`src/rtl/sss_pkg.sv`:
```
package sss_pkg;
  localparam int ADDR_W = 4;

  typedef enum logic [ADDR_W-1:0] {
    A_LIVE     = 4'd0,
    A_SHADOW   = 4'd1,
    A_PRESET   = 4'd2,
    A_COUNT    = 4'd3,
    A_STEP     = 4'd4,
    A_RELOAD   = 4'd5,
    A_RUN_SET  = 4'd6,
    A_RUN_CLR  = 4'd7,
    A_IEN_SET  = 4'd8,
    A_IEN_CLR  = 4'd9,
    A_STAT_SET = 4'd10,
    A_STAT_CLR = 4'd11
  } sss_addr_e;

  typedef struct packed {
    logic live_wr;
    logic shadow_wr;
    logic preset_wr;
    logic cnt_wr;
    logic step_wr;
    logic reload_wr;
    logic run_set;
    logic run_clr;
    logic ien_set;
    logic ien_clr;
    logic stat_set;
    logic stat_clr;
  } sss_strobe_t;
endpackage

```
`src/rtl/sss_rst_sync.sv`:
```
module sss_rst_sync #(
  parameter int STAGES = 2
) (
  input  logic clk,
  input  logic rst_n_in,
  output logic rst_n_out
);
  logic [STAGES-1:0] chain;

  genvar g;
  generate
    for (g = 0; g < STAGES; g++) begin : g_stage
      if (g == 0) begin : g_first
        always_ff @(posedge clk or negedge rst_n_in) begin
          if (!rst_n_in) chain[g] <= 1'b0;
          else           chain[g] <= 1'b1;
        end
      end else begin : g_next
        always_ff @(posedge clk or negedge rst_n_in) begin
          if (!rst_n_in) chain[g] <= 1'b0;
          else           chain[g] <= chain[g-1];
        end
      end
    end
  endgenerate

  assign rst_n_out = chain[STAGES-1];
endmodule

```
`src/rtl/sss_ctrl_port.sv`:
```
module sss_ctrl_port
  import sss_pkg::*;
#(
  parameter int DATA_W = 32,
  parameter int CNT_W  = 32,
  parameter int POS_W  = 8
) (
  input  logic              wr_en,
  input  logic [ADDR_W-1:0] addr,
  input  logic              wbit0,
  input  logic [DATA_W-1:0] live,
  input  logic [DATA_W-1:0] shadow,
  input  logic [CNT_W-1:0]  preset,
  input  logic [CNT_W-1:0]  cnt,
  input  logic [POS_W-1:0]  step,
  input  logic [POS_W-1:0]  reload,
  input  logic              run,
  input  logic              ien,
  input  logic              status,
  output sss_strobe_t       stb,
  output logic [DATA_W-1:0] rd_data
);
  always_comb begin
    stb = '0;
    if (wr_en) begin
      unique case (addr)
        A_LIVE:     stb.live_wr   = 1'b1;
        A_SHADOW:   stb.shadow_wr = 1'b1;
        A_PRESET:   stb.preset_wr = 1'b1;
        A_COUNT:    stb.cnt_wr    = 1'b1;
        A_STEP:     stb.step_wr   = 1'b1;
        A_RELOAD:   stb.reload_wr = 1'b1;
        A_RUN_SET:  stb.run_set   = wbit0;
        A_RUN_CLR:  stb.run_clr   = wbit0;
        A_IEN_SET:  stb.ien_set   = wbit0;
        A_IEN_CLR:  stb.ien_clr   = wbit0;
        A_STAT_SET: stb.stat_set  = wbit0;
        A_STAT_CLR: stb.stat_clr  = wbit0;
        default:    stb = '0;
      endcase
    end
  end

  always_comb begin
    rd_data = '0;
    unique case (addr)
      A_LIVE:                 rd_data = live;
      A_SHADOW:               rd_data = shadow;
      A_PRESET:               rd_data = DATA_W'(preset);
      A_COUNT:                rd_data = DATA_W'(cnt);
      A_STEP:                 rd_data = DATA_W'(step);
      A_RELOAD:               rd_data = DATA_W'(reload);
      A_RUN_SET, A_RUN_CLR:   rd_data = DATA_W'(run);
      A_IEN_SET, A_IEN_CLR:   rd_data = DATA_W'(ien);
      A_STAT_SET, A_STAT_CLR: rd_data = DATA_W'(status);
      default:                rd_data = '0;
    endcase
  end
endmodule

```
`src/rtl/sss_rate_timer.sv`:
```
module sss_rate_timer #(
  parameter int CNT_W = 32
) (
  input  logic             clk,
  input  logic             rst_n,
  input  logic             run_set,
  input  logic             run_clr,
  input  logic             preset_wr,
  input  logic             cnt_wr,
  input  logic [CNT_W-1:0] wdata,
  output logic             run,
  output logic [CNT_W-1:0] cnt,
  output logic [CNT_W-1:0] preset,
  output logic             shift_evt
);
  logic             run_nx, run_en;
  logic [CNT_W-1:0] cnt_nx;
  logic             cnt_en;

  assign shift_evt = run && (cnt == '0);

  always_comb begin
    run_en = run_set | run_clr;
    run_nx = run_set;
  end

  always_comb begin
    cnt_en = shift_evt | cnt_wr | run;
    if (shift_evt)   cnt_nx = preset;
    else if (cnt_wr) cnt_nx = wdata;
    else             cnt_nx = cnt - 1'b1;
  end

  always_ff @(posedge clk or negedge rst_n) begin
    if (!rst_n) begin
      run    <= 1'b0;
      cnt    <= '0;
      preset <= '0;
    end else begin
      if (run_en)    run    <= run_nx;
      if (cnt_en)    cnt    <= cnt_nx;
      if (preset_wr) preset <= wdata;
    end
  end

  a_r2_dec: assert property (@(posedge clk) disable iff (!rst_n)
    (run && cnt != '0 && !cnt_wr) |=> (cnt == $past(cnt) - 1'b1));
  a_r2_hold: assert property (@(posedge clk) disable iff (!rst_n)
    (!run && !cnt_wr) |=> $stable(cnt));
  a_r3_reload: assert property (@(posedge clk) disable iff (!rst_n)
    (run && cnt == '0) |=> (cnt == $past(preset)));
  a_r7_start: assert property (@(posedge clk) disable iff (!rst_n)
    $rose(run) |-> $past(run_set));
endmodule

```
`src/rtl/sss_step_tracker.sv`:
```
module sss_step_tracker #(
  parameter int POS_W = 8
) (
  input  logic             clk,
  input  logic             rst_n,
  input  logic             shift_evt,
  input  logic             step_wr,
  input  logic             reload_wr,
  input  logic [POS_W-1:0] wdata,
  output logic [POS_W-1:0] step,
  output logic [POS_W-1:0] reload,
  output logic             swap_evt
);
  logic [POS_W-1:0] step_nx;
  logic             step_en;

  assign swap_evt = shift_evt && (step == '0);

  always_comb begin
    step_en = shift_evt | step_wr;
    if (swap_evt)       step_nx = reload;
    else if (shift_evt) step_nx = step - 1'b1;
    else                step_nx = wdata;
  end

  always_ff @(posedge clk or negedge rst_n) begin
    if (!rst_n) begin
      step   <= '0;
      reload <= '0;
    end else begin
      if (step_en)   step   <= step_nx;
      if (reload_wr) reload <= wdata;
    end
  end

  a_r6_step_reload: assert property (@(posedge clk) disable iff (!rst_n)
    (shift_evt && step == '0) |=> (step == $past(reload)));
  a_r6_step_dec: assert property (@(posedge clk) disable iff (!rst_n)
    (shift_evt && step != '0) |=> (step == $past(step) - 1'b1));
endmodule

```
`src/rtl/sss_word_path.sv`:
```
module sss_word_path #(
  parameter int DATA_W = 32
) (
  input  logic              clk,
  input  logic              rst_n,
  input  logic              sin,
  input  logic              shift_evt,
  input  logic              swap_evt,
  input  logic              live_wr,
  input  logic              shadow_wr,
  input  logic [DATA_W-1:0] wdata,
  output logic [DATA_W-1:0] live,
  output logic [DATA_W-1:0] shadow
);
  logic [DATA_W-1:0] shifted;
  logic [DATA_W-1:0] live_nx, shadow_nx;
  logic              live_en, shadow_en;

  assign shifted = {sin, live[DATA_W-1:1]};

  always_comb begin
    live_en = shift_evt | live_wr;
    if (swap_evt)       live_nx = shadow;
    else if (shift_evt) live_nx = shifted;
    else                live_nx = wdata;
  end

  always_comb begin
    shadow_en = swap_evt | shadow_wr;
    if (swap_evt) shadow_nx = shifted;
    else          shadow_nx = wdata;
  end

  always_ff @(posedge clk or negedge rst_n) begin
    if (!rst_n) begin
      live   <= '0;
      shadow <= '0;
    end else begin
      if (live_en)   live   <= live_nx;
      if (shadow_en) shadow <= shadow_nx;
    end
  end

  a_r4_shift: assert property (@(posedge clk) disable iff (!rst_n)
    (shift_evt && !swap_evt) |=> (live == {$past(sin), $past(live[DATA_W-1:1])}));
  a_r6_swap: assert property (@(posedge clk) disable iff (!rst_n)
    swap_evt |=> (live == $past(shadow) &&
                  shadow == {$past(sin), $past(live[DATA_W-1:1])}));
  a_r10_hw_wins: assert property (@(posedge clk) disable iff (!rst_n)
    (live_wr && !shift_evt) |=> (live == $past(wdata)));
endmodule

```
`src/rtl/sss_irq_flag.sv`:
```
module sss_irq_flag (
  input  logic clk,
  input  logic rst_n,
  input  logic shift_evt,
  input  logic stat_set,
  input  logic stat_clr,
  input  logic ien_set,
  input  logic ien_clr,
  output logic status,
  output logic ien,
  output logic irq
);
  logic status_nx, status_en;
  logic ien_nx, ien_en;

  always_comb begin
    status_en = shift_evt | stat_set | stat_clr;
    status_nx = shift_evt | stat_set;
    ien_en    = ien_set | ien_clr;
    ien_nx    = ien_set;
  end

  always_ff @(posedge clk or negedge rst_n) begin
    if (!rst_n) begin
      status <= 1'b0;
      ien    <= 1'b0;
    end else begin
      if (status_en) status <= status_nx;
      if (ien_en)    ien    <= ien_nx;
    end
  end

  assign irq = status & ien;

  a_r8_step_sets: assert property (@(posedge clk) disable iff (!rst_n)
    shift_evt |=> status);
  a_r8_clear: assert property (@(posedge clk) disable iff (!rst_n)
    (stat_clr && !shift_evt) |=> !status);
endmodule

```
`src/rtl/serial_shift_slice.sv`:
```
module serial_shift_slice
  import sss_pkg::*;
#(
  parameter int DATA_W     = 32,
  parameter int CNT_W      = 32,
  parameter int POS_W      = 8,
  parameter int RST_STAGES = 2
) (
  input  logic              clk,
  input  logic              rst_n,
  input  logic              sin,
  output logic              sout,
  output logic              irq,
  input  logic              wr_en,
  input  logic [ADDR_W-1:0] addr,
  input  logic [DATA_W-1:0] wr_data,
  output logic [DATA_W-1:0] rd_data
);
  logic              rst_n_q;
  sss_strobe_t       stb;
  logic [DATA_W-1:0] live, shadow;
  logic [CNT_W-1:0]  cnt, preset;
  logic [POS_W-1:0]  step, reload;
  logic              run, ien, status, shift_evt, swap_evt;

  sss_rst_sync #(.STAGES(RST_STAGES)) u_rst (
    .clk(clk), .rst_n_in(rst_n), .rst_n_out(rst_n_q)
  );

  sss_ctrl_port #(.DATA_W(DATA_W), .CNT_W(CNT_W), .POS_W(POS_W)) u_port (
    .wr_en(wr_en), .addr(addr), .wbit0(wr_data[0]),
    .live(live), .shadow(shadow), .preset(preset), .cnt(cnt),
    .step(step), .reload(reload), .run(run), .ien(ien), .status(status),
    .stb(stb), .rd_data(rd_data)
  );

  sss_rate_timer #(.CNT_W(CNT_W)) u_rate (
    .clk(clk), .rst_n(rst_n_q),
    .run_set(stb.run_set), .run_clr(stb.run_clr),
    .preset_wr(stb.preset_wr), .cnt_wr(stb.cnt_wr),
    .wdata(wr_data[CNT_W-1:0]),
    .run(run), .cnt(cnt), .preset(preset), .shift_evt(shift_evt)
  );

  sss_step_tracker #(.POS_W(POS_W)) u_step (
    .clk(clk), .rst_n(rst_n_q), .shift_evt(shift_evt),
    .step_wr(stb.step_wr), .reload_wr(stb.reload_wr),
    .wdata(wr_data[POS_W-1:0]),
    .step(step), .reload(reload), .swap_evt(swap_evt)
  );

  sss_word_path #(.DATA_W(DATA_W)) u_word (
    .clk(clk), .rst_n(rst_n_q), .sin(sin),
    .shift_evt(shift_evt), .swap_evt(swap_evt),
    .live_wr(stb.live_wr), .shadow_wr(stb.shadow_wr), .wdata(wr_data),
    .live(live), .shadow(shadow)
  );

  sss_irq_flag u_irq (
    .clk(clk), .rst_n(rst_n_q), .shift_evt(shift_evt),
    .stat_set(stb.stat_set), .stat_clr(stb.stat_clr),
    .ien_set(stb.ien_set), .ien_clr(stb.ien_clr),
    .status(status), .ien(ien), .irq(irq)
  );

  assign sout = live[0];

  a_r5_sout_readback: assert property (@(posedge clk) disable iff (!rst_n_q)
    (addr == A_LIVE) |-> (sout == rd_data[0]));
  a_r9_irq_needs_enable: assert property (@(posedge clk) disable iff (!rst_n_q)
    irq |-> (rd_data[0] || addr != A_IEN_SET));
endmodule

```
`config.mk`:
```
export PLATFORM = sky130hd
export DESIGN_NAME = serial_shift_slice
export DESIGN_NICKNAME = d
export VERILOG_FILES = /design/src/rtl/sss_pkg.sv /design/src/rtl/sss_rst_sync.sv /design/src/rtl/sss_ctrl_port.sv /design/src/rtl/sss_rate_timer.sv /design/src/rtl/sss_step_tracker.sv /design/src/rtl/sss_word_path.sv /design/src/rtl/sss_irq_flag.sv /design/src/rtl/serial_shift_slice.sv
export SDC_FILE = /design/constraint.sdc
export NUM_CORES = 1
export LEC_CHECK = 0
export BUFFER_PORTS_ARGS = -buffer_cell sky130_fd_sc_hd__buf_2
export CORE_MARGIN = 2
export CORE_UTILIZATION = 55
export CTS_CLUSTER_DIAMETER = 80
export DETAILED_ROUTE_END_ITERATION = 10
export PLACE_DENSITY_LB_ADDON = 0.3
export SETUP_SLACK_MARGIN = 0.05
export SYNTH_ARGS = -nofsm -noshare
export SYNTH_HDL_FRONTEND = slang
export SYNTH_SLANG_ARGS = --single-unit
```
`constraint.sdc`:
```
create_clock -name clk -period 4.65 [get_ports clk]
set_clock_uncertainty 0.15 [all_clocks]
set_input_delay 0.6975 -clock clk [delete_from_list [all_inputs] [get_ports clk]]
set_output_delay 0.6975 -clock clk [all_outputs]
set_load 0.01 [all_outputs]
```
Word level (Yosys, flattened, before mapping):

Cells that the tools add are included.

* bits in registers: 149
* input bits: 40
* output and inout bits: 34
* logic and storage cells: 63

* reductions and logical operators: 8
* muxes and demuxes: 21
* equality and inequality tests: 11
* add/subtract/negate cells: 2
* bitwise operators: 10

Operator list (number)
* $pmux 32 s9: 1
* $mux 32: 5
* $logic_not 32->1: 1
* $sub 32x1->32 const B: 1
* $eq 4x3->1 const B: 4
* $eq 4x4->1 const B: 4
* $mux 8: 2
* $mux 1: 12
* $mux 12: 1
* $or 1x1->1: 9
* $eq 4x2->1 const B: 2
* $logic_not 8->1: 1
* $sub 8x1->8 const B: 1
* $reduce_or 2->1: 3
* $eq 4x1->1 const B: 1
* $logic_not 4->1: 1
* $logic_and 1x1->1: 2
* $and 1x1->1: 1

Logic depth before layout (Yosys ltp):

* depth in word-level cells: 5
* mapped depth: 10
* mapped depth without buffers: 7

Cells and area by module:

A second synthesis with hierarchy kept.

* cell total of the unflattened synthesis: 928
* area total of the unflattened synthesis: 9148.8 µm²

Modules (own cells, without submodules)
* sss_rate_timer: sequential area each 1626.6 µm², area each 3512.1 µm², times used 1, cells an instance 364
* sss_word_path: sequential area each 1601.5 µm², area each 3458.3 µm², times used 1, cells an instance 314
* sss_ctrl_port: sequential area each 0.0 µm², area each 1143.6 µm², times used 1, cells an instance 156
* sss_step_tracker: sequential area each 400.4 µm², area each 900.9 µm², times used 1, cells an instance 83
* sss_irq_flag: sequential area each 50.0 µm², area each 80.1 µm², times used 1, cells an instance 8
* sss_rst_sync: sequential area each 50.0 µm², area each 53.8 µm², times used 1, cells an instance 3

Worst setup path after synthesis:

No wires, ideal clock.

* path type: input -> output
* start point: in addr[0]
* end point: out rd_data[10]
* data required time: 3803 ps
* stages on the path: 6
* path buffers: 2
* arrival time: 2239 ps
* setup slack: 1563 ps
* path through: clkbuf_1 > inv_1 > nor4_1 > clkbuf_1 > a222oi_1 > nand2_1

* word-level cells in the longest chain between the ends: 3
* elaborated cells on any way between the ends: 16
* those cells by class: eq/ne (11); mux (1); reduce/logical (4)

RTL lines
* from (decl): line serial_shift_slice.sv:15 `input logic [ADDR_W-1:0] addr,`
* $eq 4x4->1 / $eq 4x3->1 (equally long branches): line sss_ctrl_port.sv:46 `unique case (addr)`
* $reduce_or 2->1: line sss_ctrl_port.sv:46
* $pmux 32 s9 (*): line sss_ctrl_port.sv:46
* to (decl): line serial_shift_slice.sv:17 `output logic [DATA_W-1:0] rd_data`

Mark *: on every way between the ends. The rest lies on a longest branch, timed or not.

Worst setup path after layout:

* start point: reg u_rate.cnt[0]
* end point: reg u_rate.cnt[25]

* word-level cells in the longest chain between the ends: 4
* elaborated cells on any way between the ends: 7
* those cells by class: add/sub (1); mux (2); bitwise (2); reduce/logical (2)

RTL lines
* from (decl): line sss_rate_timer.sv:12 `output logic [CNT_W-1:0] cnt,`
* from (signal assigned): line sss_rate_timer.sv:41 `if (cnt_en) cnt <= cnt_nx;`
* branches (longest 4 deep; another with $sub 32x1->32)

Several ways; the timed one is not identified.
A chain may end at the register's enable or synchronous reset.

==> results.ini <==
[run_status]
status=complete, no violations

[synth]
synthArstFlopShare_pct=100.0
syn-num-nets=989
yosysWarnings=0
synthFlopType=dfrtp_1
synth_edf_count=0
avgSynthCellArea_um2=9.404
yosysUniqueCellTypes=65
yosysSeqAreaShare_pct=41.87
netlist_instances=947
ys_seq_elements=149
syn_area_mm2=0.008906

[power]
internal_power_mw=3.002
p_per_area_mw_per_mm2=449.0
pwr-share-clk_pct=31.4
seq_power_share_pct=46.4
ir_drop_mv=0.3236
switching_share_pct=33.40
p_leak_nw=4.638
net-switching-power_mw=1.506
combPwrFrac_pct=22.2

[worst_setup_path]
start_kind=flop
crit_type=flop to flop
critPathRequiredTime_ns=4.87
critPathCaptureType=flop
path_buf_inv=1
cp.arrival_ns=4.00
crit_fanout=19
worstPathCellList=inv_1, ha_1, or4b_1, or4_1, or3_1, a221oi_2, a22o_1
critPathSlowestCell=or3_1
cp_slowest_stage_delay_ns=0.85
cpLargestDelayFamily=simple AND/OR/NAND/NOR gates

[floorplan]
dieWidth_um=131.3
core_mm2=0.01583
rows=46
die-area_mm2=0.01723
dieHeight_um=131.3
io_pins=74
start_util_pct=56.27

[timing]
worst_pin_slew_ns=1.169
setup_tns_ns=0
hold_viol=0
period_share_pct=81.19
fin_crit_ns=3.775
slew_violations=0
rsz0062_at_grt=false
finalSetupViolCount=0
max_slew_margin_pct=21.80
fmax_ghz=0.2649

[cells_and_area]
nNetsFinal=1025
seq_area_mm2=0.003732
stdcell_count=1212
drive_gt1_share_pct=19.18
nFillCells=1320
n_antenna_cell=0
multi_input_area_mm2=0.004823
syn2layout_area_growth_pct=12.71

[placed_design]
dp_hpwl_um=16810
gp_congestion=0.8776
port_buffers=73
placed_cells=1179

[global_routing]
grt_pass1_vias=7703
grt_overflow_total=0
grt_pass1_wl_um=42450
grt_max_degree=86
grt_antenna_before_repair=0
grt_usage_pct=30.84

[clock_tree]
cts-root-buf=clkbuf_16
ctsResizeCount=0
clock_sink_count=149
holdBufCountCts=1
postCtsSetupBuffers=0
path_clk_slew_ns=0.06
clock_path_buffers=2
insertion_delay_ns=0.43
tritoncts=built
cts.htree.levels=4
cts_buffers=17

[route]
drt_iter0_drc=934
wl_per_cell_um=21.85
via_per_inst=6.701
drt-pass1-iter-count=6
drc_errors=0
drt-total-wl_um=26480
vias=8122
drtAntennaViolNets=0

[worst_hold_path]
hold_class=flop to flop

[run]
cap_violations=0

[cells in the mapped netlist (17+ instances only)]
library cell / n / area [µm²]
dfrtp_1: 149 / 3729
nand2_1: 90 / 337.8
a21oi_1: 77 / 385.4
nor2_1: 77 / 289.0
mux2i_1: 71 / 710.7
clkbuf_1: 59 / 221.5
mux2_2: 50 / 563.0
a222oi_1: 35 / 350.3
a211oi_1: 32 / 240.2
and3_1: 30 / 187.7
nand3_1: 26 / 130.1
nor3_1: 19 / 95.09
nor4_1: 19 / 118.9
o21ai_0: 17 / 85.08
[metal layers]
layer	share of wire (%)	routed length [µm]	vias to the layer above	track usage, %
li1	-	-	3668	-
met1	43	11340	3994	42.72
met2	46	12160	396	47.54
met3	8.5	2240	64	6.520
met4	2.8	747	0	12.32
met5	0	0	-	0
[power by group through the flow]
stage | Combinational, mW | Clock (mW) | Sequential (mW)
6_report | 1.00 | 1.41 | 2.09
4_1_cts | 1.00 | 1.43 | 2.07
2_1_floorplan | 0.796 | 0 | 1.93
3_3_place_gp | 0.962 | 0 | 2.07
3_5_place_dp | 0.994 | 0 | 2.09
5_1_grt | 1.11 | 1.48 | 2.14
[per-stage QoR]
step	instance area [µm²]	power [mW]	hold slack (ns)	utilization, %	setup WS (ns)
finish	10040	4.507	0.2059	63.42	0.8748
global route	10040	4.724	0.2195	63.42	0.7479
CTS	10040	4.496	0.2028	63.42	0.9182
detailed placement	9434	3.080	0.1889	59.60	0.9308
global placement	9434	3.032	0.1840	59.60	1.070
floorplan	8907	2.727	0.1811	-	1.563
[flip-flops by register name, summed over array words and instances (netlist names)]
register and flops:
u_step.reload 8, u_word.live 32, u_irq.status 1, u_rst.rst_n_out 1, u_rate.run 1, u_step.step 8
u_word.shadow 32, u_rate.cnt 32, u_irq.ien 1, u_rate.preset 32, u_rst.chain 1
[worst reg2reg max path, delay by kind of cell (launching register included)]
kind                     cells  cell delay (ns)
AND/OR/NAND/NOR              3             2.27
buffers and inverters        1             0.10
flip-flops                   1             0.44
AO/OA/AOI/OAI                2             0.55
adder cells (fa/ha/maj)      1             0.20
[layout make-up]
type	instances	share of cell area (%)
well taps	216	2.692
inverters	12	0.4487
clock buffers	23	4.662
clock inverters	9	1.259
multi-input cells	706	48.05
repair buffers	97	5.709
flip-flops and latches	149	37.18
[placed cells by master, fill, tap and decap left out, types with 5 or more instances in the layout]
cell | Yosys | layout
dfrtp_1 | 149 | 148
nand2_1 | 90 | 89
nor2_1 | 77 | 77
a21oi_1 | 77 | 77
buf_2 | 11 | 73
mux2i_1 | 71 | 71
mux2_2 | 50 | 50
a222oi_1 | 35 | 35
a211oi_1 | 32 | 32
and3_1 | 30 | 30
nand3_1 | 26 | 26
buf_4 | 2 | 21
nor3_1 | 19 | 19
o21ai_0 | 17 | 17
clkbuf_16 | 0 | 17
nor4_1 | 19 | 16
a31oi_1 | 15 | 15
a22oi_1 | 15 | 15
inv_1 | 12 | 12
or4_1 | 11 | 11
or3_1 | 11 | 11
o211ai_1 | 10 | 10
xnor2_1 | 10 | 10
nand4_1 | 9 | 9
o31a_1 | 6 | 6
xor2_1 | 5 | 5
o31ai_1 | 5 | 5
[final timing paths]
check                                                from                             to  slack [ns]  cells past startpoint
max in group asynchronous       u_rst.rst_n_out$_DFF_PN0_  u_word.shadow[16]$_DFFE_PN0P_        3.13                      1
worst min register to register   u_rst.chain[0]$_DFF_PN0_      u_rst.rst_n_out$_DFF_PN0_        0.21                      0
worst max register to register  u_rate.cnt[0]$_DFFE_PN0P_     u_rate.cnt[25]$_DFFE_PN0P_        0.87                      7
worst max-delay path            u_rate.cnt[0]$_DFFE_PN0P_     u_rate.cnt[25]$_DFFE_PN0P_        0.87                      7
worst min-delay path             u_rst.chain[0]$_DFF_PN0_      u_rst.rst_n_out$_DFF_PN0_        0.21                      0
min in group asynchronous       u_rst.rst_n_out$_DFF_PN0_         u_rate.run$_DFFE_PN0P_        0.29                      0
[logic make-up (layout without fill, tap and decap cells)]
group                      after synthesis  after routing  synth area share, %
buffers and inverters                   92            141                4.453
AOI/OAI and AO/OA                      247            247                19.43
DFF                                    149            149                41.87
muxes                                  121            121                14.30
adders and majority gates                2              2               0.2809
and+or+nand+nor                        320            320                18.15
other                                    1              1              0.04211
xor gates and xnor gates                15             15                1.475
No activity file was read; power rests on OpenSTA's default activity.
